### config.mk
export PLATFORM = sky130hd
export DESIGN_NAME = lfc_parser
export DESIGN_NICKNAME = d
export VERILOG_FILES = /design/src/rtl/lfc_pkg.sv /design/src/rtl/lfc_parser.sv
export SDC_FILE = /design/constraint.sdc
export NUM_CORES = 1
export LEC_CHECK = 0
export BUFFER_PORTS_ARGS = -buffer_cell sky130_fd_sc_hd__buf_4
export CAP_MARGIN = 15
export CELL_PAD_IN_SITES_DETAIL_PLACEMENT = 1
export CELL_PAD_IN_SITES_GLOBAL_PLACEMENT = 2
export CORE_MARGIN = 2
export CORE_UTILIZATION = 28
export CTS_BUF_LIST = sky130_fd_sc_hd__clkbuf_8
export DETAILED_ROUTE_END_ITERATION = 10
export PLACE_DENSITY = 0.73
export SLEW_MARGIN = 25
export SYNTH_ARGS = -nofsm -noshare
export SYNTH_HDL_FRONTEND = slang
export SYNTH_SLANG_ARGS = --single-unit
### constraint.sdc
create_clock -name clk -period 2.4 [get_ports clk]
set_input_delay 0.24 -clock clk [delete_from_list [all_inputs] [get_ports clk]]
set_output_delay 0.24 -clock clk [all_outputs]
set_load 0.005 [all_outputs]
### src/rtl/lfc_pkg.sv
package lfc_pkg;

  localparam logic [7:0] SYM_LONG  = 8'h68;
  localparam logic [7:0] SYM_SHORT = 8'h10;
  localparam logic [7:0] SYM_ACK   = 8'hE5;
  localparam logic [7:0] SYM_STOP  = 8'h16;

  typedef enum logic [3:0] {
    ST_HUNT,
    ST_LEN_A,
    ST_LEN_B,
    ST_REOPEN,
    ST_USER,
    ST_VSUM,
    ST_VSTOP,
    ST_CTRL,
    ST_ADDR,
    ST_FSUM,
    ST_FSTOP
  } prs_state_t;

  // running checksum: plain 8-bit add, carry dropped
  function automatic logic [7:0] sum8(input logic [7:0] acc, input logic [7:0] b);
    return acc + b;
  endfunction

endpackage

### src/rtl/lfc_parser.sv
module lfc_parser
  import lfc_pkg::*;
#(
  parameter int MAX_USER = 255,
  parameter int LEN_W    = 8,
  localparam int AW      = $clog2(MAX_USER)
) (
  input  logic             clk,
  input  logic             rst_n,
  input  logic             in_valid,
  input  logic [7:0]       in_byte,
  input  logic             in_char_err,
  input  logic             hold,
  output logic             wr_en,
  output logic [AW-1:0]    wr_addr,
  output logic [7:0]       wr_data,
  output logic             commit,
  output logic [LEN_W-1:0] commit_len,
  output logic             reject_q,
  output logic             ack_q
);

  prs_state_t       st, st_n;
  logic [LEN_W-1:0] len_q, len_n;
  logic [LEN_W-1:0] cnt_q, cnt_n;
  logic [7:0]       acc_q, acc_n;
  logic             take;
  logic             rej_now;
  logic             ack_now;

  assign take = in_valid && !hold;

  always_comb begin
    st_n       = st;
    len_n      = len_q;
    cnt_n      = cnt_q;
    acc_n      = acc_q;
    wr_en      = 1'b0;
    wr_addr    = '0;
    wr_data    = in_byte;
    commit     = 1'b0;
    commit_len = len_q;
    rej_now    = 1'b0;
    ack_now    = 1'b0;
    if (take) begin
      if (in_char_err) begin
        rej_now = 1'b1;
        st_n    = ST_HUNT;
      end else begin
        unique case (st)
          ST_HUNT: begin
            if (in_byte == SYM_LONG)       st_n = ST_LEN_A;
            else if (in_byte == SYM_SHORT) st_n = ST_CTRL;
            else if (in_byte == SYM_ACK)   ack_now = 1'b1;
          end
          ST_LEN_A: begin
            len_n = LEN_W'(in_byte);
            st_n  = ST_LEN_B;
          end
          ST_LEN_B: begin
            if (LEN_W'(in_byte) != len_q || in_byte == 8'd0 ||
                int'(in_byte) > MAX_USER) begin
              rej_now = 1'b1;
              st_n    = ST_HUNT;
            end else begin
              st_n = ST_REOPEN;
            end
          end
          ST_REOPEN: begin
            if (in_byte == SYM_LONG) begin
              st_n  = ST_USER;
              cnt_n = '0;
              acc_n = 8'd0;
            end else begin
              rej_now = 1'b1;
              st_n    = ST_HUNT;
            end
          end
          ST_USER: begin
            wr_en   = 1'b1;
            wr_addr = cnt_q[AW-1:0];
            acc_n   = sum8(acc_q, in_byte);
            cnt_n   = cnt_q + 1'b1;
            if (cnt_q == len_q - 1'b1) st_n = ST_VSUM;
          end
          ST_VSUM: begin
            if (in_byte == acc_q) st_n = ST_VSTOP;
            else begin
              rej_now = 1'b1;
              st_n    = ST_HUNT;
            end
          end
          ST_VSTOP: begin
            st_n = ST_HUNT;
            if (in_byte == SYM_STOP) commit = 1'b1;
            else                     rej_now = 1'b1;
          end
          ST_CTRL: begin
            wr_en   = 1'b1;
            wr_addr = AW'(0);
            acc_n   = sum8(8'd0, in_byte);
            st_n    = ST_ADDR;
          end
          ST_ADDR: begin
            wr_en   = 1'b1;
            wr_addr = AW'(1);
            acc_n   = sum8(acc_q, in_byte);
            st_n    = ST_FSUM;
          end
          ST_FSUM: begin
            if (in_byte == acc_q) st_n = ST_FSTOP;
            else begin
              rej_now = 1'b1;
              st_n    = ST_HUNT;
            end
          end
          ST_FSTOP: begin
            st_n       = ST_HUNT;
            commit_len = LEN_W'(2);
            if (in_byte == SYM_STOP) commit = 1'b1;
            else                     rej_now = 1'b1;
          end
          default: st_n = ST_HUNT;
        endcase
      end
    end
  end

  always_ff @(posedge clk or negedge rst_n) begin
    if (!rst_n) begin
      st       <= ST_HUNT;
      len_q    <= '0;
      cnt_q    <= '0;
      acc_q    <= 8'd0;
      reject_q <= 1'b0;
      ack_q    <= 1'b0;
    end else begin
      st       <= st_n;
      len_q    <= len_n;
      cnt_q    <= cnt_n;
      acc_q    <= acc_n;
      reject_q <= rej_now;
      ack_q    <= ack_now;
    end
  end

  // a rejection always leaves the parser hunting
  p_reject_to_hunt_r8: assert property (@(posedge clk) disable iff (!rst_n)
    reject_q |-> st == ST_HUNT);

  // a user phase is only entered with a checked, non-zero length
  p_len_nonzero_r5: assert property (@(posedge clk) disable iff (!rst_n)
    (st == ST_REOPEN || st == ST_USER) |-> len_q != '0);

  p_user_bound_r1: assert property (@(posedge clk) disable iff (!rst_n)
    st == ST_USER |-> cnt_q < len_q);

  p_ack_from_hunt_r3: assert property (@(posedge clk) disable iff (!rst_n)
    ack_q |-> $past(st) == ST_HUNT);

  p_no_take_while_hold_r11: assert property (@(posedge clk) disable iff (!rst_n)
    hold |=> st == $past(st));

endmodule

==> Yosys cells after proc, flatten, opt, wreduce, memory -nomap -nowiden <==
Index checks and enable logic that the tools add are counted.
{ "word_totals": {"input_bits": 13, "ff_bits": 30, "output_inout_bits": 28, "wordCells": 83} }
{ "classes": {"bitwise": 1, "addsub": 3, "mux": 38, "reduce_logical": 15, "eq_ne": 20} }
{ "op_table": {"columns": ["op", "count"], "rows": [
  ["8-bit 2-to-1 mux", 6],
  ["4-bit case mux with 9 select lines", 1],
  ["8-bit case mux with 2 select lines", 2],
  ["8-bit case mux with 3 select lines", 1],
  ["4-bit 2-to-1 mux", 5],
  ["1-bit 2-to-1 mux", 19],
  ["4-bit by 3-bit == test with 1-bit output (second input constant)", 4],
  ["8-bit by 5-bit == test with 1-bit output (second input constant)", 2],
  ["8-bit == test", 2],
  ["4-bit == test (second input constant)", 3],
  ["8-bit by 1-bit adder with 8-bit output (second input constant)", 1],
  ["8-bit adder", 1],
  ["4-bit by 2-bit == test with 1-bit output (second input constant)", 2],
  ["8-bit by 7-bit == test with 1-bit output (second input constant)", 1],
  ["8-bit == test (second input constant)", 1],
  ["8-bit zero test", 1],
  ["8-bit inequality test", 1],
  ["4-bit AND reduction", 2],
  ["8-bit by 1-bit subtractor with 8-bit output (second input constant)", 1],
  ["3-bit 2-to-1 mux", 2],
  ["3-bit AND reduction", 2],
  ["2-bit OR reduction", 3],
  ["4-bit by 1-bit == test with 1-bit output (second input constant)", 1],
  ["4-bit zero test", 1],
  ["other kinds (12)", 12]
]} }

==> Logic depth before layout (Yosys ltp) <==
Gate-level depths: netlist of run 1.
{ "depth": {"depth_word": 7, "depth_mapped": 10, "mapped_depth_nobuf": 8} }

==> Least setup slack after synthesis of run 1 <==
Ideal clock, no wire load.
{ "synth_path": {"path_type": "register to register", "start": "register len_q[0]", "end": "register st[0]", "setup_time_ns": 0.092, "period_less_slack_ns": 2.151, "path_stages_with_launch": 11, "required_ns": 2.308, "setup_slack_ns": 0.249, "arrival_time_ns": 2.059, "n_path_buf": 2, "cell_sequence": "dfrtp_1 > clkbuf_1 > inv_1 > ha_1 > clkbuf_2 > o21ba_1 > a221oi_1 > a41oi_1 > o31ai_1 > nand4bb_1 > o31ai_2"} }
{ "synth_via": {"elab_chain_cells": 5, "elab_cells_between_ends": 9, "cone_classes": "add/sub: 1; eq/ne: 3; mux: 3; reduce/logical: 2"} }
{ "synth_lines": {"columns": ["item", "line", "source"], "rows": [
  ["start, declared", "lfc_parser.sv:24", "logic [LEN_W-1:0] len_q, len_n;"],
  ["start signal, assigned", "lfc_parser.sv:139", "len_q <= len_n;"],
  ["parallel branches: the longest is 5 deep, another holds 8-bit by 1-bit subtractor with 8-bit output", null, null],
  ["end signal, assigned", "lfc_parser.sv:138", "st <= st_n;"],
  ["end, declared", "lfc_parser.sv:23", "prs_state_t st, st_n;"]
]} }
Parallel ways; which one is timed is not known.
A chain may end at the register's enable or synchronous reset.

==> Worst setup path in the final report of run 1 <==
{ "layout_path": {"start": "register st[3]", "end": "output wr_en"} }
{ "layout_via": {"elab_chain_cells": 5, "elab_cells_between_ends": 7, "cone_classes": "eq/ne: 3; mux: 3; reduce/logical: 1"} }
{ "layout_lines": {"columns": ["item", "line", "source"], "rows": [
  ["4-bit by 3-bit == test with 1-bit output or 4-bit == test (tied branches)", "lfc_parser.sv:50", "unique case (st)"],
  ["3-bit OR reduction (no line) (*)", null, null],
  ["1-bit 2-to-1 mux (*)", "lfc_parser.sv:50", null],
  ["1-bit 2-to-1 mux (*)", "lfc_parser.sv:46", "if (in_char_err) begin"],
  ["1-bit 2-to-1 mux (*)", "lfc_parser.sv:45", "if (take) begin"],
  ["end, declared", "lfc_parser.sv:14", "output logic wr_en,"]
]} }
Mark *: on every way between the ends. The rest lies on a longest branch, timed or not.

==> results of run 1 <==
## timing repair
item / in CTS / in global routing
endpoints found under the setup margin: 0 / 3
setup buffers: 0 / 0
gates resized for setup: 0 / 3
hold buffers: 1 / 0
hold endpoints to repair: 30 / 0
## cell type report
| type | count | area (µm²) |
|---|---|---|
| tap | 108 | 135 |
| fill | 1026 | 5730 |
| timing repair buffer | 50 | 378 |
| inverter | 9 | 33.8 |
| multi-input combinational | 239 | 1610 |
| sequential | 30 | 752 |
| clock buffer | 6 | 82.6 |
## sequential cells by signal, summed over array words and instances, names as in the netlist
signal / count
reject_q: 1
len_q: 8
acc_q: 8
ack_q: 1
st: 4
cnt_q: 8
## cells by family after synthesis
kind of cell / synth area share, %
and+or+nand+nor: 24.2
AOI/OAI and AO/OA: 20.7
buffers and inverters: 7.17
DFF: 29.7
xor gates and xnor gates: 9.00
adders and majority gates: 5.64
muxes: 3.56
## through the flow
step | utilization [%] | instances | setup WS, ns | hold slack (ns)
floorplan | - | 303 | 0.249 | -0.0556
global placement | 33.1 | 435 | 0.202 | 0.214
detailed placement | 33.1 | 435 | 0.100 | 0.223
CTS | 34.1 | 442 | 0.0888 | 0.200
global route | 34.3 | 442 | 0.0336 | 0.215
finish | 34.3 | 442 | 0.157 | 0.200
## worst max path at each step
stage / start / to / slack (ns)
2_1_floorplan: len_q[0] / st[0] / 0.25
3_3_place_gp: in_byte[1] / acc_q[7] / 0.20
3_5_place_dp: len_q[1] / st[0] / 0.10
4_1_cts: len_q[1] / st[0] / 0.09
5_1_grt: len_q[1] / st[0] / 0.03
6_report: st[3] / wr_en / 0.16
## layer usage
layer	track usage [%]	up-vias	wire, µm	share of wire [%]
met5	0	-	0	0
met4	4.00	0	87	1.2
met3	2.55	7	222	2.9
met2	26.9	37	3730	49
met1	21.7	1155	3510	46
li1	-	1144	-	-
## power by group through the flow
stage / clock [mW] / sequential [mW] / combinational, mW
CTS: 0.437 / 0.865 / 1.58
global route: 0.454 / 0.897 / 1.77
finish: 0.423 / 0.865 / 1.58
floorplan: 0 / 0.769 / 1.17
global placement: 0 / 0.869 / 1.54
detailed placement: 0 / 0.874 / 1.57
## worst reg2reg max path, delay by kind of cell, from the launching register on
| kind | cells | cell delay, ns |
|---|---|---|
| flops | 1 | 0.42 |
| buf+inv | 1 | 0.08 |
| fa+ha+maj | 1 | 0.28 |
| compound gates | 5 | 1.15 |
| simple gates | 1 | 0.19 |
## synth_stat cells (all sizes together) (2+ instances only)
cell type  number
a2111oi         2
a211oi          2
a21oi          14
a22o            2
a22oi           6
a2bb2oi         2
a31oi           2
and2           15
and3            5
and4            2
buf            17
clkbuf          8
dfrtp          30
ha              9
inv             9
mux2            8
nand2          30
nand2b          3
nand3           7
nand3b          2
nand4           4
nor2           23
nor3            8
nor4            5
nor4b           2
o2111ai         2
o21ai          28
o21bai          4
o31ai           3
or3             3
xnor2           9
xor2           17
==> qor.log, run 1 <==
INFO  outcome        run_status=complete, no violations
INFO  critical_path  critical_path_peak_fanout=13
INFO  critical_path  crit_cells=5
INFO  die            rows=34
INFO  clocking       clkLatencyLatePin=0.29ns
INFO  sta            portion_of_the_clock_cycle_consumed_by_the_worst_path_in_the_final_layout=93.5%
INFO  yosys          syn_avg_cell_area=8.35µm²
INFO  critical_path  crit_path_cell_trace=nor2b_1 -> and3_1 -> nor2_1 -> nor2_1 -> buf_4
INFO  pwr            p_clk_share=14.7%
INFO  clocking       clkTransAtPathRegs=0.07ns
INFO  sta            hold_viol_final=0
INFO  global_route   grt_max_degree=31
INFO  critical_path  worstPathArrival=2.00ns
INFO  global_route   grt_antenna_before_repair=0
INFO  clocking       cts-buffers-inserted=5
INFO  sta            final_max_slew_viol_count=0
INFO  yosys          syn-cell-area=2530µm²
INFO  place          dpl.hpwl=5.78mm
INFO  pwr            comb_power_share=55.1%
INFO  sta            max_slew.worst_pin.slew=0.557ns
INFO  yosys          synth_top_cell_by_area=sky130_fd_sc_hd__dfrtp_1
INFO  hold_path      min-delay-start=in_char_err
INFO  hold_path      worstHoldPathCells=2
INFO  yosys          synth-edff-count=0
INFO  pwr            design_power_total=2.87mW
INFO  route          ant_nets=0
INFO  route          detailroute.via_count=2343
INFO  route          drt-wirelength-per-cell=17.1µm
INFO  cells_and_area synthToLayoutAreaGrowth=18.2%
INFO  route          routed_via_density=5.30
INFO  place          place_area=2890µm²
INFO  global_route   grt.total_usage=16.1%
INFO  pwr            p_int=1.62mW
INFO  cells_and_area drive_above_1_share=21.6%
INFO  critical_path  crit_path_max_incr_delay=0.56ns
INFO  critical_path  reg2reg_depth=8
INFO  pwr            power_frac_seq=30.1%
INFO  sta            max_freq=446MHz
INFO  critical_path  worst-setup-path-type=reg -> out
INFO  critical_path  critical_path.reg2reg.endpoint=st[0]
INFO  clocking       cts-root-to-sink-buffers=2
INFO  critical_path  worst_path_dominant_cell_family=simple AND/OR/NAND/NOR gates
INFO  critical_path  crit_path_frequent_cell=sky130_fd_sc_hd__nor2_1
INFO  sta            maxSlewHeadroom=62.6%
INFO  yosys          synth_seq_area_share=29.7%
INFO  pwr            power.switching_fraction=43.5%
INFO  hold_path      min_to=st[3]
INFO  clocking       clock_tree_sinks=30
INFO  yosys          postSynth.asyncResetShare=100%
INFO  route          totalWireLength=7.55mm
INFO  clocking       cts.root.buffer_cell=sky130_fd_sc_hd__clkbuf_8
INFO  yosys          synth.top_cell.area_share=29.7%
INFO  cells_and_area most-common-layout-cells=sky130_fd_sc_hd__buf_4, sky130_fd_sc_hd__nand2_1, sky130_fd_sc_hd__dfrtp_1
INFO  die            coreArea=8720µm²
INFO  yosys          synth.yosys.warnings=0
INFO  yosys          ys_seq_elements=30
INFO  pwr            power_per_cell_area=960nW/µm²
INFO  place          gp_routability_congestion=0.808
INFO  sta            setup_tns=0ns
INFO  sta            clock_skew=0.00980ns
INFO  sta            unrepaired_setup_endpoints_after_global_routing=no
INFO  die            dieArea=9810µm²
INFO  critical_path  cp-start-kind=flip-flop
INFO  clocking       cts_tree=done
INFO  die            chipWidth=99.1µm
INFO  global_route   overflow=0
INFO  yosys          net_count_synth=326
INFO  sta            setup_viol=0
INFO  cells_and_area final_common_cell=sky130_fd_sc_hd__buf_4
INFO  critical_path  worstPathBufferInverterCount=1
INFO  cells_and_area antennaDiodeCount=0
INFO  critical_path  required=2.16ns
INFO  critical_path  crit_path_top_delay_cell=sky130_fd_sc_hd__dfrtp_1
INFO  job            drv_cap=0
INFO  yosys          leading_post_synthesis_cells_by_cell_area=sky130_fd_sc_hd__dfrtp_1, sky130_fd_sc_hd__xor2_1, sky130_fd_sc_hd__o21ai_0
INFO  yosys          syn_inst=303
INFO  global_route   grt_first_pass_wirelength=12.6mm
INFO  critical_path  timing.reg2reg.setup_slack=0.19ns
INFO  clocking       h_tree_lvl_count=2
INFO  critical_path  critPathCaptureType=primary output
INFO  pwr            worst_vdd_rail_ir_drop=0.000357V
INFO  hold_path      holdCritPathClass=in -> reg
INFO  yosys          yosysUniqueCellTypes=62
INFO  route          remaining_drc_errors=0
INFO  sta            fin_crit_period=2.24ns
INFO  pwr            power_leakage=1.34nW
INFO  route          drt_first_pass_iters=4
INFO  cells_and_area num-nets-final=358
INFO  critical_path  source_of_the_worst_register_to_register_timing_path=len_q[1]
INFO  cells_and_area finalInstanceArea=2990µm²
INFO  pwr            p_switching=1.25mW
INFO  yosys          synth-main-ff-cell=sky130_fd_sc_hd__dfrtp_1
INFO  die            die_y=99.1µm
INFO  die            floorplan.io_pins=41
INFO  place          place.port_buffers=40
INFO  route          drt_iter0_drc=75
INFO  global_route   grt_pass1_vias=2377
INFO  die            effective_utilization_at_floorplan=29.0%
(Power assumes the default switching activity.)
==> run 2, diff against run 1 <==
Settings changed: ABC_AREA set to 1, PLACE_DENSITY 0.73 to 0.79.
==> qor.log, run 2 <==
INFO  route          remaining_drc_errors=0 [unchanged]
INFO  critical_path  critical_path_peak_fanout=8 [-5]
INFO  die            die_y=101µm [+2.0%]
INFO  sta            worst_slack=0.454ns [+0.298 ns]
INFO  yosys          synth_commonest_cells=sky130_fd_sc_hd__nand2_1, sky130_fd_sc_hd__nor2_1, sky130_fd_sc_hd__inv_1
INFO  pwr            p_int=1.65mW [+1.4%]
INFO  clocking       cts-buffers-inserted=5 [unchanged]
INFO  clocking       clock_tree_sinks=30 [unchanged]
INFO  pwr            power_frac_seq=29.1% [-1.0 points]
INFO  yosys          net_count_synth=436 [+34%]
INFO  global_route   grt_antenna_before_repair=0 [unchanged]
INFO  yosys          synth.top_cell.area_share=28.5% [-1.2 points]
INFO  clocking       cts-root-to-sink-buffers=2 [unchanged]
INFO  clocking       cts.root.buffer_cell=sky130_fd_sc_hd__clkbuf_8
INFO  pwr            worst_vdd_rail_ir_drop=0.000412V [+16%]
INFO  pwr            comb_power_share=57.8% [+2.7 points]
INFO  route          routed_via_density=4.85 [-8.4%]
INFO  sta            hold_viol_final=0 [unchanged]
INFO  yosys          syn_inst=413 [+36%]
INFO  cells_and_area final_common_cell=sky130_fd_sc_hd__nand2_1
INFO  critical_path  critPathCaptureType=primary output
INFO  job            drv_cap=0 [unchanged]
INFO  die            floorplan.io_pins=41 [unchanged]
INFO  global_route   overflow=0 [unchanged]
INFO  clocking       clkLatencyLatePin=0.28ns [about the same]
INFO  clocking       clkTransAtPathRegs=0.07ns [about the same]
INFO  die            dieArea=10200µm² [+4.0%]
INFO  critical_path  reg2reg_depth=13 [+5]
INFO  global_route   grt_first_pass_wirelength=14.6mm [+17%]
INFO  sta            max_slew.worst_pin.slew=0.453ns [-0.104 ns]
INFO  clocking       cts_setup_buffers=0 [unchanged]
INFO  critical_path  worstPathBufferInverterCount=3 [+2]
INFO  sta            unrepaired_setup_endpoints_after_global_routing=no
INFO  route          drt_first_pass_iters=4 [unchanged]
INFO  yosys          leading_post_synthesis_cells_by_cell_area=sky130_fd_sc_hd__dfrtp_1, sky130_fd_sc_hd__nand2_1, sky130_fd_sc_hd__nor2_1
INFO  yosys          synth-main-ff-cell=sky130_fd_sc_hd__dfrtp_1
INFO  cells_and_area most-common-layout-cells=sky130_fd_sc_hd__nand2_1, sky130_fd_sc_hd__nor2_1, sky130_fd_sc_hd__inv_1
INFO  yosys          ys_seq_elements=30 [unchanged]
INFO  pwr            p_clk_share=13.1% [-1.6 points]
INFO  pwr            p_switching=1.65mW [+32%]
INFO  critical_path  required=2.16ns [about the same]
INFO  clocking       h_tree_lvl_count=2 [unchanged]
INFO  cells_and_area finish.cell_count_without_fillers=561 [+27%]
INFO  cells_and_area biggestRegsByFlops=acc_q (8), cnt_q (8), len_q (8)
INFO  yosys          synth-edff-count=0 [unchanged]
INFO  yosys          postSynth.asyncResetShare=100% [unchanged]
INFO  critical_path  crit_path_max_incr_delay=0.44ns [-0.12 ns]
INFO  die            coreArea=9200µm² [+5.5%]
INFO  cells_and_area antennaDiodeCount=0 [unchanged]
INFO  pwr            power_leakage=1.58nW [+18%]
INFO  cells_and_area num-nets-final=472 [+32%]
INFO  place          pre_cts_slack=0.445ns [+0.345 ns]
INFO  route          drt-wirelength-per-cell=15.4µm [-9.9%]
INFO  die            chipWidth=101µm [+2.0%]
INFO  cells_and_area drive_above_1_share=16.4% [-5.1 points]
INFO  critical_path  crit_path_cell_trace=inv_1 -> nand2_2 -> a21oi_4 -> inv_1 -> nor2_1 -> buf_4
INFO  critical_path  crit_path_top_delay_cell=sky130_fd_sc_hd__dfrtp_1
INFO  outcome        run_status=complete, no violations
INFO  critical_path  worstPathArrival=1.71ns [-0.29 ns]
INFO  route          ant_nets=0 [unchanged]
INFO  sta            setup_viol=0 [unchanged]
INFO  place          place.port_buffers=40 [unchanged]
INFO  hold_path      holdCritPathClass=in -> reg
INFO  clocking       cts_tree=done
INFO  die            effective_utilization_at_floorplan=28.7% [-0.36 points]
INFO  sta            fin_crit_period=1.95ns [-0.298 ns]
INFO  global_route   grt_max_degree=31 [unchanged]
INFO  critical_path  worst-setup-path-type=reg -> out
INFO  sta            portion_of_the_clock_cycle_consumed_by_the_worst_path_in_the_final_layout=81.1% [-12 points]
INFO  yosys          yosysUniqueCellTypes=34 [-45%]
INFO  yosys          synth_seq_area_share=28.5% [-1.2 points]
INFO  hold_path      worstHoldPathCells=4 [+2]
INFO  sta            final_max_slew_viol_count=0 [unchanged]
INFO  die            rows=35 [+2.9%]
INFO  route          detailroute.via_count=2723 [+16%]
INFO  sta            maxSlewHeadroom=69.8% [+7.2 points]
INFO  global_route   grt.total_usage=18.2% [+2.1 points]
INFO  critical_path  crit_cells=6 [+1]
INFO  sta            clock_skew=0.0113ns [+0.00147 ns]
INFO  yosys          syn-cell-area=2640µm² [+4.2%]
INFO  route          totalWireLength=8.63mm [+14%]
INFO  global_route   grt_pass1_vias=2869 [+21%]
INFO  yosys          synth.yosys.warnings=0 [unchanged]
INFO  place          placed_cells=552 [+27%]
INFO  yosys          syn_avg_cell_area=6.38µm² [-24%]
INFO  pwr            power.switching_fraction=50.0% [+6.5 points]
INFO  route          drt_iter0_drc=110 [+47%]
INFO  pwr            power_per_cell_area=1060nW/µm² [+11%]
INFO  critical_path  worst_path_dominant_cell_family=flip-flops
INFO  place          dpl.hpwl=6.82mm [+18%]
INFO  yosys          synth_top_cell_by_area=sky130_fd_sc_hd__dfrtp_1
INFO  critical_path  crit_path_frequent_cell=sky130_fd_sc_hd__inv_1
INFO  place          gp_routability_congestion=0.892 [+10%]
INFO  yosys          yosys.cell_count.top_type=sky130_fd_sc_hd__nand2_1
INFO  cells_and_area synthToLayoutAreaGrowth=17.3%
INFO  critical_path  cp-start-kind=flip-flop
INFO  sta            max_freq=514MHz [+15%]
INFO  sta            setup_tns=0ns [unchanged]
-- run 2: through the flow --
step           hold slack (ns)  util [%]  cell area, µm²  power [mW]
2_1_floorplan          -0.0556         -            2640        2.28
3_3_place_gp             0.221      32.5            2990        2.83
3_5_place_dp             0.220      32.5            2990        2.88
4_1_cts                  0.245      33.6            3090        3.33
5_1_grt                  0.290      33.6            3090        3.68
6_report                 0.269      33.6            3090        3.29
-- run 2: final timing paths --
path,start,endpoint,slack [ns]
max,st[2],wr_addr[0],0.45
min,hold,ack_q,0.27
max reg2reg,len_q[0],st[1],0.46
min reg2reg,acc_q[4],acc_q[4],0.49
max in group asynchronous,rst_n,st[0],1.63
min in group asynchronous,rst_n,cnt_q[7],0.45
-- run 2: cells by family after synthesis --
| logic type | synth area share [%] |
|---|---|
| simple gates | 39.3 |
| buf+inv | 11.3 |
| compound gates | 12.3 |
| flops | 28.5 |
| xor+xnor | 3.66 |
| fa+ha+maj | 5.03 |
-- run 2: cell type report --
type | count | area, µm²
inverter | 56 | 211
multi-input combinational | 315 | 1590
sequential | 30 | 751
clock buffer | 6 | 82.6
tap | 111 | 139
timing repair buffer | 41 | 310
fill | 1219 | 6110
clock inverter | 2 | 8.76
-- run 2: routing by layer --
metal	global-route usage, %	vias up	routed length [µm]
met2	30.7	34	4000
met1	25.4	1300	4340
met3	2.15	2	251
li1	-	1387	-
met5	0	-	0
met4	3.12	0	33
-- run 2: timing repair --
item                      4_1_cts  5_1_grt
hold buffers                    1        0
resized for setup               0        0
hold endpoints to repair       30        0
-- run 2: power groups by stage --
stage               logic (mW)  registers [mW]  clock network [mW]
floorplan                 1.42           0.861                   0
global placement          1.87           0.957                   0
detailed placement        1.91           0.965                   0
CTS                       1.92           0.957               0.451
global route              2.21           0.997               0.475
finish                    1.90           0.957               0.430
-- run 2: worst register-to-register path: cells and delay by family (launching register included) --
kind          cells  cell delay, ns
buf+inv           2            0.27
fa+ha+maj         1            0.29
simple gates     10            0.85
flops             1            0.40
